==> src/rtl/mdio_pkg.sv <==
package mdio_pkg;

  localparam int PRE_BITS   = 32;
  localparam int ADDR_BITS  = 5;
  localparam int HDR_BITS   = 4 + 2 * ADDR_BITS;
  localparam int TA_BITS    = 2;
  localparam int DATA_BITS  = 16;
  localparam int BODY_BITS  = HDR_BITS + TA_BITS + DATA_BITS;
  localparam int FRAME_BITS = PRE_BITS + BODY_BITS;
  localparam int SLOT_W     = $clog2(FRAME_BITS + 1);
  localparam int TA2_SLOT   = DATA_BITS + 1;

  typedef enum logic [1:0] {
    SEQ_IDLE  = 2'd0,
    SEQ_SHIFT = 2'd1,
    SEQ_GAP   = 2'd2
  } seq_state_e;

  typedef struct packed {
    logic                 rd;
    logic                 skip_pre;
    logic [ADDR_BITS-1:0] phy;
    logic [ADDR_BITS-1:0] regad;
    logic [DATA_BITS-1:0] wdata;
  } mdio_req_t;

  // Line values for every slot, first slot in the MSB.
  function automatic logic [FRAME_BITS-1:0] frame_bits(input mdio_req_t r);
    logic [1:0]           op;
    logic [1:0]           ta;
    logic [DATA_BITS-1:0] dat;
    op  = r.rd ? 2'b10 : 2'b01;
    ta  = r.rd ? 2'b11 : 2'b10;
    dat = r.rd ? {DATA_BITS{1'b1}} : r.wdata;
    return {{PRE_BITS{1'b1}}, 2'b01, op, r.phy, r.regad, ta, dat};
  endfunction

  // Drive enables per slot: a read hands the line over from turnaround on.
  function automatic logic [FRAME_BITS-1:0] frame_oe(input mdio_req_t r);
    if (r.rd) return {{(PRE_BITS + HDR_BITS){1'b1}}, {(TA_BITS + DATA_BITS){1'b0}}};
    return {FRAME_BITS{1'b1}};
  endfunction

endpackage

==> src/rtl/mdio_clkgen.sv <==
module mdio_clkgen #(
  parameter int DIV_W = 8
) (
  input  logic             clk,
  input  logic             rst_n,
  input  logic             run,
  input  logic [DIV_W-1:0] div_half,
  output logic             mdc,
  output logic             rise_tick,
  output logic             fall_tick
);

  localparam logic [DIV_W-1:0] MIN_DIV = DIV_W'(2);

  logic [DIV_W-1:0] cnt_q, cnt_n;
  logic             mdc_q, mdc_n;
  logic [DIV_W-1:0] div_eff;
  logic             terminal;

  always_comb begin
    div_eff  = (div_half < MIN_DIV) ? MIN_DIV : div_half;
    terminal = run && (cnt_q >= div_eff - DIV_W'(1));
  end

  always_comb begin
    cnt_n = cnt_q;
    mdc_n = mdc_q;
    if (!run) begin
      cnt_n = '0;
      mdc_n = 1'b0;
    end else if (terminal) begin
      cnt_n = '0;
      mdc_n = ~mdc_q;
    end else begin
      cnt_n = cnt_q + DIV_W'(1);
    end
  end

  always_ff @(posedge clk or negedge rst_n) begin
    if (!rst_n) begin
      cnt_q <= '0;
      mdc_q <= 1'b0;
    end else begin
      cnt_q <= cnt_n;
      mdc_q <= mdc_n;
    end
  end

  assign mdc       = mdc_q;
  assign rise_tick = terminal && !mdc_q;
  assign fall_tick = terminal && mdc_q;

  // a running MDC only flips once the half-period count is used up
  p_mdc_edge_r2: assert property (@(posedge clk) disable iff (!rst_n)
    (run && $past(run) && (mdc_q != $past(mdc_q))) |-> ($past(cnt_q) >= $past(div_eff) - DIV_W'(1)));

  // MDC parks low once the station is idle
  p_mdc_idle_r2: assert property (@(posedge clk) disable iff (!rst_n)
    !run |=> !mdc_q);

endmodule

==> src/rtl/mdio_frame_ctrl.sv <==
module mdio_frame_ctrl
  import mdio_pkg::*;
#(
  parameter int IDLE_BITS = 1
) (
  input  logic              clk,
  input  logic              rst_n,
  input  logic              req_valid,
  input  mdio_req_t         req,
  input  logic              rise_tick,
  input  logic              fall_tick,
  output logic              busy,
  output logic              mdio_o,
  output logic              mdio_oe,
  output logic              rd_mode,
  output logic              step,
  output logic              frame_end,
  output logic [SLOT_W-1:0] slots_left
);

  localparam int GAP_W = $clog2(IDLE_BITS + 1);
  localparam logic [SLOT_W-1:0] LAST_SLOT  = SLOT_W'(1);
  localparam logic [SLOT_W-1:0] FULL_SLOTS = SLOT_W'(FRAME_BITS);
  localparam logic [SLOT_W-1:0] BODY_SLOTS = SLOT_W'(BODY_BITS);
  localparam logic [SLOT_W-1:0] RX_SLOTS   = SLOT_W'(TA_BITS + DATA_BITS);

  seq_state_e             state_q, state_n;
  logic [FRAME_BITS-1:0]  bits_q, bits_n;
  logic [FRAME_BITS-1:0]  oe_q, oe_n;
  logic [SLOT_W-1:0]      left_q, left_n;
  logic [GAP_W-1:0]       gap_q, gap_n;
  logic                   rd_q, rd_n;
  logic                   rise_d_q;

  always_comb begin
    state_n = state_q;
    bits_n  = bits_q;
    oe_n    = oe_q;
    left_n  = left_q;
    gap_n   = gap_q;
    rd_n    = rd_q;
    case (state_q)
      SEQ_IDLE: begin
        if (req_valid) begin
          state_n = SEQ_SHIFT;
          rd_n    = req.rd;
          if (req.skip_pre) begin
            bits_n = frame_bits(req) << PRE_BITS;
            oe_n   = frame_oe(req) << PRE_BITS;
            left_n = BODY_SLOTS;
          end else begin
            bits_n = frame_bits(req);
            oe_n   = frame_oe(req);
            left_n = FULL_SLOTS;
          end
        end
      end
      SEQ_SHIFT: begin
        if (rise_d_q) begin
          if (left_q == LAST_SLOT) begin
            state_n = SEQ_GAP;
            bits_n  = '1;
            oe_n    = '0;
            gap_n   = GAP_W'(IDLE_BITS);
          end else begin
            bits_n = {bits_q[FRAME_BITS-2:0], 1'b1};
            oe_n   = {oe_q[FRAME_BITS-2:0], 1'b0};
            left_n = left_q - SLOT_W'(1);
          end
        end
      end
      SEQ_GAP: begin
        if (rise_d_q && (gap_q != '0)) gap_n = gap_q - GAP_W'(1);
        if (fall_tick && (gap_q == '0)) state_n = SEQ_IDLE;
      end
      default: state_n = SEQ_IDLE;
    endcase
  end

  always_ff @(posedge clk or negedge rst_n) begin
    if (!rst_n) begin
      state_q  <= SEQ_IDLE;
      bits_q   <= '1;
      oe_q     <= '0;
      left_q   <= '0;
      gap_q    <= '0;
      rd_q     <= 1'b0;
      rise_d_q <= 1'b0;
    end else begin
      state_q  <= state_n;
      bits_q   <= bits_n;
      oe_q     <= oe_n;
      left_q   <= left_n;
      gap_q    <= gap_n;
      rd_q     <= rd_n;
      rise_d_q <= rise_tick;
    end
  end

  assign busy       = (state_q != SEQ_IDLE);
  assign mdio_o     = bits_q[FRAME_BITS-1];
  assign mdio_oe    = oe_q[FRAME_BITS-1];
  assign rd_mode    = rd_q;
  assign step       = (state_q == SEQ_SHIFT) && rise_d_q;
  assign frame_end  = step && (left_q == LAST_SLOT);
  assign slots_left = left_q;

  // during a read the station never drives turnaround or data slots
  p_read_release_r5: assert property (@(posedge clk) disable iff (!rst_n)
    (state_q == SEQ_SHIFT && rd_q && left_q <= RX_SLOTS) |-> !mdio_oe);

  // a request during a frame leaves the slot count alone
  p_busy_ignore_r7: assert property (@(posedge clk) disable iff (!rst_n)
    (state_q == SEQ_SHIFT && req_valid && !rise_d_q) |=> $stable(left_q));

  // the line stays released through the idle gap
  p_gap_release_r8: assert property (@(posedge clk) disable iff (!rst_n)
    (state_q == SEQ_GAP) |-> !mdio_oe);

  // driven value moves only right after an MDC rise
  p_drive_timing_r10: assert property (@(posedge clk) disable iff (!rst_n)
    ($past(state_q) != SEQ_IDLE && !$past(rise_d_q)) |-> ($stable(mdio_o) && $stable(mdio_oe)));

endmodule

==> src/rtl/mdio_rx_capture.sv <==
module mdio_rx_capture
  import mdio_pkg::*;
(
  input  logic                 clk,
  input  logic                 rst_n,
  input  logic                 mdio_i,
  input  logic                 rise_tick,
  input  logic                 step,
  input  logic                 frame_end,
  input  logic                 rd_mode,
  input  logic [SLOT_W-1:0]    slots_left,
  output logic                 done,
  output logic [DATA_BITS-1:0] rd_data,
  output logic                 rd_ok,
  output logic                 no_resp
);

  localparam logic [SLOT_W-1:0] TA2_AT   = SLOT_W'(TA2_SLOT);
  localparam logic [SLOT_W-1:0] DATA_TOP = SLOT_W'(DATA_BITS);

  logic                 sync1_q, sync2_q;
  logic                 samp_q;
  logic [DATA_BITS-1:0] shift_q, shift_n;
  logic                 ta_ok_q, ta_ok_n;
  logic                 done_q;
  logic [DATA_BITS-1:0] data_q, data_n;
  logic                 ok_q, ok_n;
  logic                 nr_q, nr_n;

  always_comb begin
    shift_n = shift_q;
    ta_ok_n = ta_ok_q;
    data_n  = data_q;
    ok_n    = ok_q;
    nr_n    = nr_q;
    if (step && rd_mode) begin
      if (slots_left == TA2_AT) ta_ok_n = !samp_q;
      if (slots_left <= DATA_TOP) shift_n = {shift_q[DATA_BITS-2:0], samp_q};
    end
    if (frame_end) begin
      if (rd_mode) data_n = {shift_q[DATA_BITS-2:0], samp_q};
      ok_n = rd_mode && ta_ok_q;
      nr_n = rd_mode && !ta_ok_q;
    end
  end

  always_ff @(posedge clk or negedge rst_n) begin
    if (!rst_n) begin
      sync1_q <= 1'b1;
      sync2_q <= 1'b1;
      samp_q  <= 1'b1;
      shift_q <= '0;
      ta_ok_q <= 1'b0;
      done_q  <= 1'b0;
      data_q  <= '0;
      ok_q    <= 1'b0;
      nr_q    <= 1'b0;
    end else begin
      sync1_q <= mdio_i;
      sync2_q <= sync1_q;
      if (rise_tick) samp_q <= sync2_q;
      shift_q <= shift_n;
      ta_ok_q <= ta_ok_n;
      done_q  <= frame_end;
      data_q  <= data_n;
      ok_q    <= ok_n;
      nr_q    <= nr_n;
    end
  end

  assign done    = done_q;
  assign rd_data = data_q;
  assign rd_ok   = ok_q;
  assign no_resp = nr_q;

  // end-of-frame strobe lasts one cycle
  p_done_pulse_r9: assert property (@(posedge clk) disable iff (!rst_n)
    done_q |=> !done_q);

  // returned data only moves together with done
  p_data_hold_r9: assert property (@(posedge clk) disable iff (!rst_n)
    !done_q |-> $stable(data_q));

  // valid and no-response are exclusive
  p_flag_excl_r6: assert property (@(posedge clk) disable iff (!rst_n)
    !(ok_q && nr_q));

endmodule

==> src/rtl/mdio_station.sv <==
module mdio_station
  import mdio_pkg::*;
#(
  parameter int DIV_W     = 8,
  parameter int IDLE_BITS = 1
) (
  input  logic                 clk,
  input  logic                 rst_n,
  input  logic [DIV_W-1:0]     div_half,
  input  logic                 req_valid,
  input  logic                 req_read,
  input  logic                 req_skip_pre,
  input  logic [ADDR_BITS-1:0] req_phy,
  input  logic [ADDR_BITS-1:0] req_reg,
  input  logic [DATA_BITS-1:0] req_wdata,
  output logic                 busy,
  output logic                 done,
  output logic [DATA_BITS-1:0] rd_data,
  output logic                 rd_ok,
  output logic                 no_resp,
  output logic                 mdc,
  output logic                 mdio_o,
  output logic                 mdio_oe,
  input  logic                 mdio_i
);

  mdio_req_t         req;
  logic              busy_w;
  logic              rise_tick, fall_tick;
  logic              rd_mode, step, frame_end;
  logic [SLOT_W-1:0] slots_left;

  always_comb begin
    req.rd       = req_read;
    req.skip_pre = req_skip_pre;
    req.phy      = req_phy;
    req.regad    = req_reg;
    req.wdata    = req_wdata;
  end

  mdio_clkgen #(.DIV_W(DIV_W)) u_clkgen (
    .clk       (clk),
    .rst_n     (rst_n),
    .run       (busy_w),
    .div_half  (div_half),
    .mdc       (mdc),
    .rise_tick (rise_tick),
    .fall_tick (fall_tick)
  );

  mdio_frame_ctrl #(.IDLE_BITS(IDLE_BITS)) u_ctrl (
    .clk        (clk),
    .rst_n      (rst_n),
    .req_valid  (req_valid),
    .req        (req),
    .rise_tick  (rise_tick),
    .fall_tick  (fall_tick),
    .busy       (busy_w),
    .mdio_o     (mdio_o),
    .mdio_oe    (mdio_oe),
    .rd_mode    (rd_mode),
    .step       (step),
    .frame_end  (frame_end),
    .slots_left (slots_left)
  );

  mdio_rx_capture u_rx (
    .clk        (clk),
    .rst_n      (rst_n),
    .mdio_i     (mdio_i),
    .rise_tick  (rise_tick),
    .step       (step),
    .frame_end  (frame_end),
    .rd_mode    (rd_mode),
    .slots_left (slots_left),
    .done       (done),
    .rd_data    (rd_data),
    .rd_ok      (rd_ok),
    .no_resp    (no_resp)
  );

  assign busy = busy_w;

  // an idle station takes a request on the next edge
  p_accept_r7: assert property (@(posedge clk) disable iff (!rst_n)
    (!busy_w && req_valid) |=> busy_w);

  // nothing toggles or drives while idle
  p_idle_quiet_r1: assert property (@(posedge clk) disable iff (!rst_n)
    (!busy_w && !$past(busy_w)) |-> (!mdc && !mdio_oe));

endmodule

==> config.mk <==
export PLATFORM = sky130hd
export DESIGN_NAME = mdio_station
export DESIGN_NICKNAME = d
export VERILOG_FILES = /design/src/rtl/mdio_pkg.sv /design/src/rtl/mdio_clkgen.sv /design/src/rtl/mdio_frame_ctrl.sv /design/src/rtl/mdio_rx_capture.sv /design/src/rtl/mdio_station.sv
export SDC_FILE = /design/constraint.sdc
export NUM_CORES = 1
export LEC_CHECK = 0
export BUFFER_PORTS_ARGS = -buffer_cell sky130_fd_sc_hd__clkbuf_2
export CORE_MARGIN = 2
export CORE_UTILIZATION = 50
export DETAILED_ROUTE_END_ITERATION = 16
export PLACE_DENSITY = 0.69
export SLEW_MARGIN = 0
export SYNTH_ARGS = -nofsm -noshare
export SYNTH_HDL_FRONTEND = slang
export SYNTH_SLANG_ARGS = --single-unit
export TNS_END_PERCENT = 1
==> constraint.sdc <==
create_clock -name clk -period 5.45 [get_ports clk]
set_input_delay 1.09 -clock clk [delete_from_list [all_inputs] [get_ports clk]]
set_output_delay 1.09 -clock clk [all_outputs]
set_load 0.02 [all_outputs]
# Word level (Yosys, flattened, before mapping)
# Index checks and enable logic that the tools add are counted.
[op_classes] addsub=4 n_mul=0 div_mod_pow=0 n_lt_le_gt_ge=3 eq_ne=11 shift=0 n_mux=42 bitwise_logic=2 reduce_logical=25
[op_table] op="two-way mux 64 bit" n=10
[op_table] op="case mux 64 bit (2 select lines)" n=2
[op_table] op="two-way mux 32 bit" n=1
[op_table] op="two-way mux 7 bit" n=4
[op_table] op="two-way mux 8 bit" n=3
[op_table] op="two-way mux 16 bit" n=1
[op_table] op="case mux 7 bit (2 select lines)" n=1
[op_table] op="two-way mux 1 bit" n=13
[op_table] op="AND reduction 4 bit" n=3
[op_table] op="logical AND 1 bit" n=10
[op_table] op="two-way mux 2 bit" n=5
[op_table] op="adder 8 x 1 -> 8 bit (second input constant)" n=1
[op_table] op=">= comparator 8 bit" n=1
[op_table] op="less-than comparator 8 x 2 -> 1 bit (second input constant)" n=1
[op_table] op="!= test 2 x 1 -> 1 bit (second input constant)" n=4
[op_table] op="AND reduction 2 bit" n=4
[op_table] op="subtractor 8 x 1 -> 8 bit (second input constant)" n=1
[op_table] op="equality test 7 x 1 -> 1 bit (second input constant)" n=1
[op_table] op="equality test 7 x 5 -> 1 bit (second input constant)" n=1
[op_table] op="less-or-equal comparator 7 x 5 -> 1 bit (second input constant)" n=1
[op_table] op="subtractor 7 x 1 -> 7 bit (second input constant)" n=1
[op_table] op="!= test 2 bit (second input constant)" n=3
[op_table] op="case mux 2 bit (3 select lines)" n=1
[op_table] op="nonzero test 2 bit" n=3
[op_table] op="other kinds (8)" n=11
[totals] register_bits=187 latchBits=0 ramBits=0 mem_bits_ro=0 inputBits=40 out_inout_bits=23 n_memories=0

# Depth between registers and ports, before layout
[depth] word_depth=9 depth_mapped=12 ltp_nobuf=12

# Cells and area by module
# A second synthesis with hierarchy kept.
[unflattened] hier_cells=841 hier_area_um2=8403.1
[by_module_without_submodules] module="mdio_frame_ctrl" instances=1 cells_each=674 area_per_inst_um2=6155.9 seq_area_each_um2=3583.4
[by_module_without_submodules] module="mdio_rx_capture" instances=1 cells_each=85 area_per_inst_um2=1461.4 seq_area_each_um2=954.7
[by_module_without_submodules] module="mdio_clkgen" instances=1 cells_each=82 area_per_inst_um2=785.8 seq_area_each_um2=225.2

# Least setup slack after synthesis
# OpenSTA, ideal clock, no wires.
[synth_path] kind="input-to-reg" from="input div_half[5]" to="register u_rx.samp_q" setup_ps=82 arrival_ps=3418 required_time_ps=5368 setup_slack_ps=1950 path_stages=10 n_path_buf=0 path_cell_list="or4_1 > nor3_1 > nor2_1 > ha_1 > xnor2_1 > ha_1 > a2111o_1 > a21oi_1 > nor3_1 > mux2_2"
[synth_between] elab_chain_cells=6
[synth_rtl] element="start, declared" line="mdio_station.sv:9" text="input logic [DIV_W-1:0] div_half,"
[synth_rtl] element="less-than comparator 8 x 2 -> 1 bit" line="mdio_clkgen.sv:21" text="div_eff = (div_half < MIN_DIV) ? MIN_DIV : div_half;"
[synth_rtl] element="two-way mux 8 bit (*)" line="mdio_clkgen.sv:21"
[synth_rtl] element="subtractor 8 x 1 -> 8 bit (*)" line="mdio_clkgen.sv:22" text="terminal = run && (cnt_q >= div_eff - DIV_W'(1));"
[synth_rtl] element=">= comparator 8 bit (*)" line="mdio_clkgen.sv:22"
[synth_rtl] element="logical AND 1 bit (*)" line="mdio_clkgen.sv:22"
[synth_rtl] element="logical AND 1 bit (*)" line="mdio_clkgen.sv:50" text="assign rise_tick = terminal && !mdc_q;"
[synth_rtl] element="via rise_tick" line="mdio_station.sv:29" text="logic rise_tick, fall_tick;"
[synth_rtl] element="end signal, assigned" line="mdio_rx_capture.sv:61" text="if (rise_tick) samp_q <= sync2_q;"
[synth_rtl] element="end, declared" line="mdio_rx_capture.sv:22" text="logic samp_q;"
# Mark *: on every way through the listed nets, which the timed path passes. The rest lies on a longest branch.
# A chain may end at the register's enable or synchronous reset.

# Final worst setup path
# Ends and elaborated chain as after synthesis.

==> results by group <==
Status
  • Outcome: finished clean

Synthesis
  • Post-synthesis simple-gate area fraction: 16.1%
  • Synth Flop Type: dfrtp_1
  • Synth Area in XOR/XNOR: 1.35%
  • Mapped cell area: 8440 um2
  • Adder-Cell Fraction of Synth Area: 1.78%
  • Synth Area in Compound Gates: 15.2%
  • Synth top area cells: dfrtp_1 (36%), dfstp_2 (21%), nand2_1 (7.4%), o21ai_0 (5.1%), nor2_1 (3.6%)
  • Top-area cell type share of the netlist area: 35.6%
  • EDFF count, synth: 0
  • Syn_nets: 915
  • Post-synthesis sequential area ratio: 56.5%
  • Count leader, synth: nand2_1
  • Syn Area/Cell: 9.77 um2
  • Count of cell types in the netlist: 53
  • Post-synth ARST share: 100%
  • Synth top cells by count: nand2_1 (167), dfrtp_1 (120), o21ai_0 (86)
  • Cells after Synth: 863
  • Syn. warnings: 0
  • Largest family of logic cells by synthesized area: simple AND/OR/NAND/NOR gates
  • Post-synth top area cell: dfrtp_1
  • Mux share of post-synthesis cell area: 4.97%
  • #FFs+latches synth: 187

GRT
  • Vias in the first global route: 5873
  • Grt ovf: 0
  • Grt met1 use: 28.8%
  • Largest net degree at the start of global routing: 109
  • GR Util met3: 3.67%
  • Global-route wire length before repair: 29300 um
  • Total track usage: 20.2%
  • Initial antenna violation count: 0
  • Met2 Usage GRT: 31.8%
  • Global route hottest layer: met2

Timing
  • Worst setup margin: 2.02 ns
  • Final hold viol count: 0
  • RSZ-0062 raised after global routing: false
  • Slew HR: 22.7%
  • Setup TNS: 0 ns
  • Fmax: 292 MHz
  • Tightest Pin Transition: 1.16 ns
  • Period utilization: 62.9%
  • Slew Limit Fails: 0
  • Layout Skew: 0.00972 ns
  • Endpoints failing setup: 0
  • Fin crit period: 3.43 ns

Critical path
  • CP Capture Type: flip-flop
  • Cells along the critical path: clkbuf_2, or4_1, nor3_1, nor2_1, ha_1, xnor2_1, ha_1, a2111o_1, a21oi_1, nor3_1, mux2_2
  • Worst EP arrival: 3.78 ns
  • Critical path's slowest cell: or4_1
  • Family with the most delay on the worst path: simple AND/OR/NAND/NOR gates
  • CP max FO: 5
  • Number of buffer and inverter stages on the critical path: 1
  • CP peak stage delay: 0.55 ns
  • Req. time, crit path: 5.81 ns
  • Startpoint Class: input port
  • Setup CP Type: in -> reg

Power
  • Power Dens Cells: 560 nW/um2
  • Max VDD drop: 277 uV
  • Power, Total: 5.26 mW
  • P_leak: 4.38 nW

Floorplan
  • Die height: 134 um
  • Core Region: 16500 um2
  • Placement Rows: 47
  • Starting Density: 51.0%
  • Io pins: 63
  • Die width: 134 um
  • Total die area: 17900 um2

Placement
  • I/O Buffers: 62
  • Place WS: 1.56 ns
  • GP Congestion: 0.774
  • DP Wirelength: 10300 um

CTS
  • Post-CTS setup buffers: 0
  • CTS tree: built
  • Htree depth: 4
  • Clk_lat worst skew: 0.43 ns
  • Root buf cell: clkbuf_16
  • Hold_buf cts: 0
  • CTS Buffer Depth: 2
  • Worst-path clk slew: 0.07 ns
  • Clk sink count: 187
  • PostCTS Resize Cnt: 0
  • CTS Buf Count: 17

Cells and area
  • Net count, final: 942
  • Number of fill cells in the layout: 1478
  • Multi-input gate area: 3350 um2
  • Storage cell area: 4760 um2
  • ANT cells: 0
  • Share of layout cells above drive strength 1: 23.4%
  • Final Core Density: 56.8%
  • Area Overhead vs Synth: 11.2%

Hold path
  • Worst Hold Class: reg -> reg

Detailed routing
  • DR vias: 6217
  • # DRC: 0
  • Iter 0 DRT Violations: 432
  • DRT antenna net count: 0
  • First-pass DRT Iterations: 5
  • Drt total wl: 17300 um
  • Via density: 5.54
  • Wirelength per Cell: 15.4 um

Job
  • Max_cap viols: 0
[per-layer routing]
metal / routed length (um) / share of wire, % / up-vias
met5: 0 / 0 / -
met4: 230 / 1.3 / 0
met3: 484 / 2.8 / 16
met2: 8200 / 47 / 102
met1: 8350 / 48 / 3038
li1: - / - / 3061
[cells by family (layout without fill, tap and decap cells)]
| kind of cell | count (synthesis) | after routing |
|---|---|---|
| AND/OR/NAND/NOR | 321 | 321 |
| buffers and inverters | 79 | 119 |
| flip-flops | 187 | 187 |
| multiplexers | 34 | 34 |
| adder cells (fa/ha/maj) | 12 | 12 |
| XOR/XNOR | 13 | 13 |
| AO/OA/AOI/OAI | 217 | 217 |
[worst reg2reg max path, cell delays in order (launching register included)]
cell and delay [ns]:
dfrtp_1 0.41, inv_1 0.11, ha_1 0.20, nor2b_1 0.17, nand3_1 0.52, nand2_1 1.07
o32ai_1 0.24, o21ai_0 0.21
[per-stage QoR]
stage,cells,cell area (um2),hold WS [ns]
final,1123,9380,0.364
after global routing,1123,9380,0.369
after CTS,1123,9380,0.365
after detailed placement,1091,8830,0.349
after global placement,1091,8830,0.352
after floorplan,863,8440,0.345
[power by group]
group	internal [mW]	total [mW]	switching (mW)	leakage, nW
Sequential	2.04	2.35	0.307	2.21
Combinational	0.610	1.73	1.12	1.90
Clock	0.607	1.18	0.574	0.272
Total	3.26	5.26	2.00	4.38
[cell type report]
class,count,area share [%]
flip-flops and latches,187,50.8
repair buffers,69,3.93
inverters,18,0.720
clock buffers,19,4.61
well taps,220,2.93
clock inverters,13,1.33
multi-input cells,597,35.7
[registers in the layout, summed over array words and instances, names as in the netlist]
register	flops
u_rx.ta_ok_q	1
u_rx.sync1_q	1
u_clkgen.mdc	1
u_ctrl.state_q	2
u_ctrl.slots_left	7
u_rx.sync2_q	1
u_ctrl.rd_mode	1
u_rx.rd_data	16
u_ctrl.oe_q	64
u_clkgen.cnt_q	8
u_rx.done	1
u_ctrl.rise_d_q	1
u_rx.shift_q	15
u_rx.samp_q	1
u_rx.rd_ok	1
u_rx.no_resp	1
u_ctrl.bits_q	64
u_ctrl.gap_q	1
[path summary, 6_finish.rpt]
| path | from | endpoint | slack (ns) | cells past startpoint |
|---|---|---|---|---|
| setup / recovery | div_half[5] | u_rx.samp_q | 2.02 | 11 |
| hold / removal | u_rx.sync1_q | u_rx.sync2_q | 0.36 | 0 |
| setup reg to reg | u_ctrl.slots_left[1] | u_ctrl.bits_q[32] | 2.44 | 7 |
| hold reg to reg | u_rx.sync1_q | u_rx.sync2_q | 0.36 | 0 |
| max in group asynchronous | rst_n | u_ctrl.oe_q[12] | 3.47 | 2 |
| min in group asynchronous | rst_n | u_ctrl.oe_q[55] | 0.79 | 1 |
[cell usage in the layout (no fill, tap or decap), drive strengths merged, types with 7 or more instances in the layout]
| master | synthesis | final |
|---|---|---|
| a21oi | 60 | 60 |
| buf | 27 | 8 |
| clkbuf | 34 | 80 |
| dfrtp | 120 | 120 |
| dfstp | 67 | 67 |
| ha | 12 | 12 |
| inv | 18 | 26 |
| mux2 | 33 | 33 |
| nand2 | 168 | 168 |
| nand3 | 44 | 44 |
| nor2 | 81 | 81 |
| nor3 | 7 | 7 |
| o21ai | 87 | 87 |
| o22ai | 25 | 25 |
| o311ai | 27 | 27 |
| xor2 | 11 | 11 |
(Power assumes the default switching activity.)
